### config.mk
export PLATFORM = sky130hd
export DESIGN_NAME = da_filter
export DESIGN_NICKNAME = d
export VERILOG_FILES = /design/src/rtl/da_filter.sv
export SDC_FILE = /design/constraint.sdc
export NUM_CORES = 1
export LEC_CHECK = 0
export ABC_AREA = 1
export BUFFER_PORTS_ARGS = -buffer_cell sky130_fd_sc_hd__buf_2
export CAP_MARGIN = 20
export CORE_MARGIN = 5
export CORE_UTILIZATION = 40
export CTS_BUF_LIST = sky130_fd_sc_hd__clkbuf_16
export DETAILED_ROUTE_END_ITERATION = 10
export PLACE_DENSITY = 0.7
export SLEW_MARGIN = 20
export SYNTH_ARGS = -nofsm -noshare
export SYNTH_HDL_FRONTEND = slang
export SYNTH_SLANG_ARGS = --single-unit
export TNS_END_PERCENT = 5
### constraint.sdc
create_clock -name clk -period 2.7 [get_ports clk]
set_clock_uncertainty 0.05 [all_clocks]
set_input_delay 0.54 -clock clk [delete_from_list [all_inputs] [get_ports clk]]
set_output_delay 0.54 -clock clk [all_outputs]
set_load 0.05 [all_outputs]
### src/rtl/da_filter.sv
module da_filter #(
  parameter int NUM_SUPP = 4,
  parameter int CNT_W    = 32
) (
  input  logic             clk,
  input  logic             rst_n,
  input  logic             in_valid,
  input  logic [7:0]       in_data,
  input  logic             in_sof,
  input  logic             in_eof,
  input  logic [47:0]      cfg_primary,
  input  logic [191:0]     cfg_supp_addr,
  input  logic [3:0]       cfg_supp_en,
  input  logic             cfg_uc_check,
  input  logic             cfg_mc_accept,
  output logic             out_valid,
  output logic [7:0]       out_data,
  output logic             out_sof,
  output logic             out_eof,
  output logic             drop_pulse,
  output logic             runt_flag,
  output logic [CNT_W-1:0] drop_count
);
  localparam int DEPTH = 6;
  localparam int QW = $clog2(DEPTH + 1);
  localparam logic [47:0] BCAST = 48'hFFFF_FFFF_FFFF;
  localparam logic [47:0] PAUSE = 48'h0180_C200_0001;
  localparam logic [3:0] SUPP_MASK = 4'((5'd1 << NUM_SUPP) - 5'd1);

  logic [2:0]  idx;
  logic [39:0] da_hi;
  logic        frame_keep;

  logic [7:0]  q_data [DEPTH];
  logic        q_sof  [DEPTH];
  logic        q_eof  [DEPTH];
  logic        q_dec  [DEPTH];
  logic        q_keep [DEPTH];
  logic [QW-1:0] cnt;

  logic [7:0]  n_data [DEPTH];
  logic        n_sof  [DEPTH];
  logic        n_eof  [DEPTH];
  logic        n_dec  [DEPTH];
  logic        n_keep [DEPTH];
  logic [QW-1:0] n_cnt;

  wire         in_byte = in_valid && (in_sof || idx != 3'd0);
  wire [2:0]   pos     = in_sof ? 3'd1 : (idx == 3'd7 ? 3'd7 : idx + 3'd1);
  wire [47:0]  da      = {da_hi, in_data};

  logic [3:0] supp_eq;
  for (genvar i = 0; i < 4; i++) begin : g_supp
    assign supp_eq[i] = cfg_supp_addr[48*i +: 48] == da;
  end

  wire [3:0] supp_on  = cfg_supp_en & SUPP_MASK;
  wire       filt_on  = cfg_uc_check | cfg_mc_accept | (|supp_on);
  wire       accept   = !filt_on || da == cfg_primary || |(supp_on & supp_eq) ||
                        da == BCAST || da == PAUSE || (da[40] && cfg_mc_accept);

  wire       is_runt   = in_byte && in_eof && pos < 3'd6;
  wire       decide    = in_byte && (pos == 3'd6 || is_runt);
  wire       keep_now  = pos == 3'd6 && accept;
  wire       byte_dec  = pos >= 3'd6 || in_eof;
  wire       byte_keep = pos == 3'd7 ? frame_keep : keep_now;
  wire       drop_end  = in_byte && in_eof && !byte_keep;
  wire       pop       = cnt != '0 && q_dec[0];

  always_comb begin
    logic [QW-1:0] wp;
    for (int i = 0; i < DEPTH; i++) begin
      n_data[i] = q_data[i];
      n_sof[i]  = q_sof[i];
      n_eof[i]  = q_eof[i];
      n_dec[i]  = q_dec[i];
      n_keep[i] = q_keep[i];
    end
    if (pop) begin
      for (int i = 0; i < DEPTH - 1; i++) begin
        n_data[i] = q_data[i+1];
        n_sof[i]  = q_sof[i+1];
        n_eof[i]  = q_eof[i+1];
        n_dec[i]  = q_dec[i+1];
        n_keep[i] = q_keep[i+1];
      end
      n_dec[DEPTH-1] = 1'b0;
    end
    wp = cnt - QW'(pop);
    if (decide) begin
      for (int i = 0; i < DEPTH; i++) begin
        if (QW'(i) < wp && !n_dec[i]) begin
          n_dec[i]  = 1'b1;
          n_keep[i] = keep_now;
        end
      end
    end
    n_cnt = wp;
    if (in_byte && wp < QW'(DEPTH)) begin
      for (int i = 0; i < DEPTH; i++) begin
        if (QW'(i) == wp) begin
          n_data[i] = in_data;
          n_sof[i]  = in_sof;
          n_eof[i]  = in_eof;
          n_dec[i]  = byte_dec;
          n_keep[i] = byte_keep;
        end
      end
      n_cnt = wp + QW'(1);
    end
  end

  always_ff @(posedge clk) begin
    if (!rst_n) begin
      idx        <= '0;
      da_hi      <= '0;
      frame_keep <= 1'b0;
      cnt        <= '0;
      out_valid  <= 1'b0;
      out_data   <= '0;
      out_sof    <= 1'b0;
      out_eof    <= 1'b0;
      drop_pulse <= 1'b0;
      runt_flag  <= 1'b0;
      drop_count <= '0;
      for (int i = 0; i < DEPTH; i++) begin
        q_data[i] <= '0;
        q_sof[i]  <= 1'b0;
        q_eof[i]  <= 1'b0;
        q_dec[i]  <= 1'b0;
        q_keep[i] <= 1'b0;
      end
    end else begin
      if (in_byte) begin
        idx <= in_eof ? 3'd0 : pos;
        if (pos <= 3'd5) da_hi <= {da_hi[31:0], in_data};
        if (pos == 3'd6) frame_keep <= accept;
      end
      cnt <= n_cnt;
      for (int i = 0; i < DEPTH; i++) begin
        q_data[i] <= n_data[i];
        q_sof[i]  <= n_sof[i];
        q_eof[i]  <= n_eof[i];
        q_dec[i]  <= n_dec[i];
        q_keep[i] <= n_keep[i];
      end
      out_valid  <= pop && q_keep[0];
      out_data   <= q_data[0];
      out_sof    <= pop && q_keep[0] && q_sof[0];
      out_eof    <= pop && q_keep[0] && q_eof[0];
      drop_pulse <= drop_end;
      runt_flag  <= is_runt;
      if (drop_end && drop_count != '1) drop_count <= drop_count + 1'b1;
    end
  end
endmodule

; After elaboration in Yosys (flattened, before gate mapping)
; Memory sizes are Yosys's and may differ from the RTL's.
; Index checks and enable logic that the tools add are counted.
[op_classes]
add_sub_neg = 4
n_lt_le_gt_ge = 10
n_eq_ne = 16
mux = 91
n_bitwise = 33
reduce_logical = 42
[op_table]
columns = operator, count
row1 = $eq A48 B48 Y1, 5
row2 = $mux W8, 12
row3 = $mux W1, 63
row4 = $eq A48 B41 Y1 const B, 1
row5 = $eq A48 B48 Y1 const B, 1
row6 = $mux W48, 1
row7 = $mux W6, 7
row8 = $mux W40, 1
row9 = $add A32 B1 Y32 const B, 1
row10 = $ne A32 B32 Y1 const B, 1
row11 = $or A1 B1 Y1, 32
row12 = $logic_and A1 B1 Y1, 19
row13 = $mux W5, 3
row14 = $mux W3, 4
row15 = $eq A3 B3 Y1 const B, 3
row16 = $logic_not A1 Y1, 8
row17 = $logic_or A1 B1 Y1, 8
row18 = $reduce_or A4 Y1, 2
row19 = $add A3 B1 Y3 const B, 2
row20 = $eq A2 B3 Y1 const A, 2
row21 = $eq A3 B3 Y1 const A, 2
row22 = $lt A1 B3 Y1 const A, 2
row23 = $lt A2 B3 Y1 const A, 2
row24 = $lt A3 B3 Y1 const A, 2
row25 = other kinds (9), 12
[word_totals]
regBits = 92
ramBits = 72
in_bits = 259
out_inout_bits = 45
n_memories = 5
[mem_list]
columns = memory, words, word_bits, rd, rd_ports_with_merged_regs, write_ports, line_no
row1 = q_data, 6, 8, 6, 0, 6, 34  ; logic [7:0] q_data [DEPTH];
row2 = q_dec, 6, 1, 6, 0, 6, 37  ; logic q_dec [DEPTH];
row3 = q_eof, 6, 1, 6, 0, 6, 36  ; logic q_eof [DEPTH];
row4 = q_keep, 6, 1, 6, 0, 6, 38  ; logic q_keep [DEPTH];
row5 = q_sof, 6, 1, 6, 0, 6, 35  ; logic q_sof [DEPTH];

; Longest topological paths before layout
[depth]
word_depth = 14
ltp_mapped = 20
depth_no_buf = 19

; Worst setup path after synthesis
; OpenSTA, ideal clock, no wires.
[synth_timing]
kind = reg2reg
start = reg cnt[2]
end = mem q_data[4][6] (netlist: q_data[0][38])
setup_time_ns = 0.070
t_arrival_ns = 2.863
required_ns = 2.580
path_slack_ns = -0.283
stages_incl_launch_ff = 16
synth_period_minus_slack_ns = 2.983
path_cell_list = dfxtp_1 -> inv_1 -> nand3_1 -> nand2_1 -> inv_1 -> clkbuf_1 -> clkbuf_1 -> ha_1 -> ha_1 -> clkinv_1 -> nor2_1 -> inv_1 -> nor3_2 -> clkbuf_1 -> o21ai_0 -> a21oi_1
[synth_rtl]
columns = element, line_no
row1 = "start, declared", 39  ; logic [QW-1:0] cnt;
row2 = "start signal, assigned", 139  ; cnt <= n_cnt;
row3 = "end, declared", 34

; Final worst setup path
[layout_timing]
start = reg da_hi[12]
end = reg drop_count[15]
[layout_between]
elab_chain_cells = 12
[layout_rtl]
columns = element, line_no
row1 = "start, declared", 31  ; logic [39:0] da_hi;
row2 = "start signal, assigned", 136  ; if (pos <= 3'd5) da_hi <= {da_hi[31:0], in_data};
row3 = $eq A48 B48 Y1, 54  ; assign supp_eq[i] = cfg_supp_addr[48*i +: 48] == da;
row4 = $and A4 B4 Y4, 59  ; wire accept = !filt_on || da == cfg_primary || |(supp_on & supp_eq) ||
row5 = $reduce_or A4 Y1, 59
row6 = $logic_or A1 B1 Y1 (2 in series), 59
row7 = $logic_or A1 B1 Y1 * (2 in series), 60  ; da == BCAST || da == PAUSE || (da[40] && cfg_mc_accept);
row8 = $logic_and A1 B1 Y1 *, 64  ; wire keep_now = pos == 3'd6 && accept;
row9 = $mux W1 *, 66  ; wire byte_keep = pos == 3'd7 ? frame_keep : keep_now;
row10 = $logic_not A1 Y1 *, 67  ; wire drop_end = in_byte && in_eof && !byte_keep;
row11 = $logic_and A1 B1 Y1 *, 67
row12 = $logic_and A1 B1 Y1 *, 153  ; if (drop_end && drop_count != '1) drop_count <= drop_count + 1'b1;
row13 = "end signal, assigned", 153
row14 = "end, declared", 22  ; output logic [CNT_W-1:0] drop_count
; Every way passes the cells marked *; elsewhere a longest branch is shown, timed or not.
; A chain may end at the register's enable or synchronous reset.

==> metrics.md <==
| Metric | Value |
|---|---|
| Run status | finished, final reports clean |
| Worst EP required | 2970 ps |
| Ys async rst share | 0% |
| Vias per cell | 5.176 |
| Vias in the first global route | 12410 |
| Post-synth EDFFs | 0 |
| Post-synthesis sequential area ratio | 29.47% |
| Maximum buffer depth of the clock tree | 2 |
| Period minus WS final | 2625 ps |
| Average wire per standard cell | 18.88 um |
| Die height | 176.9 um |
| Gate Count Post-Synth | 1868 |
| Hold Crit Class | flip-flop to flip-flop |
| Post-synth net total | 2136 |
| Crit Reg-Reg Endpoint | drop_count[15]$_SDFFE_PN0P_ |
| Initial Utilization | 40.33% |
| Largest net degree at the start of global routing | 82 |
| Fmax | 0.3809 GHz |
| Tcrit/Tclk final | 97.22% |
| CP Data Arrival Time | 2900 ps |
| Worst Hold Depth | 2 |
| Synth Cell Area | 11140 um^2 |
| Slew HR | 46.10% |
| Max-cap viol count | 0 |
| Clk sinks | 164 |
| Root buf cell | clkbuf_16 |
| Final ANT Viol Nets | 0 |
| DRT iter0 DRCs | 1143 |
| Worst Setup SP | da_hi[12]$_SDFFE_PN0P_ |
| Routability cong. | 1.058 |
| Final Net Count | 2465 |
| IO Count | 304 |
| Final Hold Vio Count | 0 |
| TritonCTS clock tree | yes |
| Worst R2R Start | da_hi[12]$_SDFFE_PN0P_ |
| HP Start | q_data[0][3]$_SDFF_PN0_ |
| Fin. max-slew vios | 0 |
| Die Wd | 176.9 um |
| Final worst slack | 74.96 ps |
| Core area | 27630 um^2 |
| Max IR drop VDD | 0.0004281 V |
| Placed insts | 2551 |
| R2R setup slack | 70 ps |
| Die area | 31290 um^2 |
| Global-route usage over all layers | 30.35% |
| Pleak | 6.853 nW |
| RSZ-0062 raised after global routing | true |
| DP HPWL | 39.95 mm |
| Share of cells above drive strength 1 | 21.45% |
| Layout area overhead | 27.06% |
| Cell variety after synth | 48 |
| Pwr Density | 509.2 nW/um^2 |
| Initial antenna violation count | 6 |
| Place WS | -135.3 ps |
| # DRC | 0 |
| Yosys warns | 0 |
| Finished Layout Cells | 2591 |
| Total number of vias | 13410 |
| # fillers | 2915 |
| First-pass GRT wire length | 72.24 mm |
| Most common cell after layout, fill and taps aside | nand2_1 |
| Yosys reg bits | 164 |
| Setup Crit Path Kind | flip-flop to flip-flop |
| CTS Buf Count | 17 |
| CTS clk-pin slew, worst paths | 70 ps |
| Final setup viols | 0 |
| Worst Setup Start Kind | flip-flop |
| Port Buffers | 303 |
| Final core occ | 51.24% |
| DRT Pass-1 Iters | 5 |
| Worst hold endpoint | out_data[3]$_SDFF_PN0_ |
| CP Capture Type | flip-flop |
| Most frequent cells in the layout | nand2_1 (562), buf_2 (303), inv_1 (227), nor2_1 (215), o21ai_0 (197) |
| Clock latency on the worst-skew pair | 440 ps |
| FP Rows | 61 |
| Actual slew at the worst max-slew pin | 808.5 ps |
| Critical Path Fanout Max | 14 |
| Cells on worst reg2reg path | 19 |
| H-Tree Depth | 4 |
| Total routed wirelength | 48.91 mm |
| Remaining Overflow, GRT | 0 |
| Prevailing post-synth register cell | dfxtp_1 |
| Mean post-synth cell area | 5.965 um^2 |
## flip-flops by register name, summed over array words and instances (netlist names)
signal      flops
out_data        8
frame_keep      1
out_sof         1
drop_pulse      1
out_valid       1
q_keep          6
q_dec           6
q_eof           6
da_hi          40
idx             3
drop_count     32
out_eof         1
runt_flag       1
q_data         48
q_sof           6
cnt             3
## worst max path at each step
stage                                              to  cells past startpoint  slack [ps]
after CTS                  q_data[0][43]$_SDFFE_PN0P_                     14          30
final                     drop_count[15]$_SDFFE_PN0P_                     19          70
after detailed placement  drop_count[21]$_SDFFE_PN0P_                     17        -140
after floorplan            q_data[0][45]$_SDFFE_PN0P_                     17         -40
after global placement     q_data[0][43]$_SDFFE_PN0P_                      9         -60
after global routing      drop_count[21]$_SDFFE_PN0P_                     18        -110
## cell type report
| cell class | instances | area, um^2 | area share (%) |
|---|---|---|---|
| inverters | 241 | 907.1 | 6.407 |
| clock buffers | 17 | 425.4 | 3.005 |
| diodes | 3 | 7.507 | 0.05303 |
| multi-input cells | 1381 | 6631 | 46.84 |
| clock inverters | 15 | 161.4 | 1.140 |
| repair buffers | 392 | 2263 | 15.99 |
| flip-flops and latches | 164 | 3288 | 23.23 |
| well taps | 378 | 473.0 | 3.341 |
## synth_stat cells, drive strengths merged (9+ instances only)
cell	count	area [um^2]
nand2	569	2146
inv	240	900.9
nor2	230	919.6
o21ai	205	1030
dfxtp	164	3283
a21oi	133	665.6
xnor2	76	665.6
clkbuf	49	188.9
nand3	42	210.2
buf	33	183.9
nand4	25	186.4
a211oi	21	157.7
nor3	21	110.1
xor2	11	96.34
ha	9	112.6
o22ai	9	56.30
## per-stage QoR
stage	hold WS, ps	TNS (ps)	power, mW	cell area, um^2
2_1_floorplan	357.5	-83.41	3.936	11160
4_1_cts	380.3	0	7.187	14050
3_3_place_gp	365.9	-163.5	4.739	13470
3_5_place_dp	370.4	-2518	4.767	13470
5_1_grt	393.9	-797.8	7.539	14150
6_report	376.7	0	7.209	14160
## what timing repair did
action | CTS | global route
setup buffers | 0 | 5
hold buffers | 0 | 0
endpoints found under the setup margin | 1 | 52
pin swaps | 0 | 2
cloned | 0 | 0
resized for setup | 1 | 18
## layer usage
| metal | track usage (%) | share of wire, % | up-vias |
|---|---|---|---|
| met5 | 0 | 0.072 | - |
| met4 | 15.15 | 5.5 | 6 |
| met3 | 5.960 | 8.7 | 141 |
| met2 | 50.07 | 46 | 671 |
| met1 | 37.82 | 40 | 6034 |
| li1 | - | - | 6560 |
## power breakdown
part,total [mW],leakage [nW],switching (mW),internal (mW)
Clock,2.44,0.288,1.20,1.24
Sequential,2.71,1.34,0.114,2.60
Combinational,2.06,5.23,1.31,0.744
Total,7.21,6.85,2.62,4.58
## critical path, stage by stage (launching register included)
cell	delay, ps
dfxtp_1	540
inv_1	230
nand2_1	90
o21ai_0	70
nor2_1	130
nand2_1	70
nor2_1	160
nand2_1	70
nor2_1	100
nand2_1	60
nand2_1	60
nor2_1	40
nand2_1	150
nand2_4	80
nand4_4	90
buf_12	160
buf_4	140
nor2_4	40
a21oi_1	130
nor2_1	60
## logic make-up after synthesis
family | synth area share (%)
buf+inv | 11.47
xor+xnor | 6.839
mux | 0.2695
flops | 29.47
compound gates | 18.07
simple gates | 32.88
fa+ha+maj | 1.011
(Power assumes the default switching activity.)
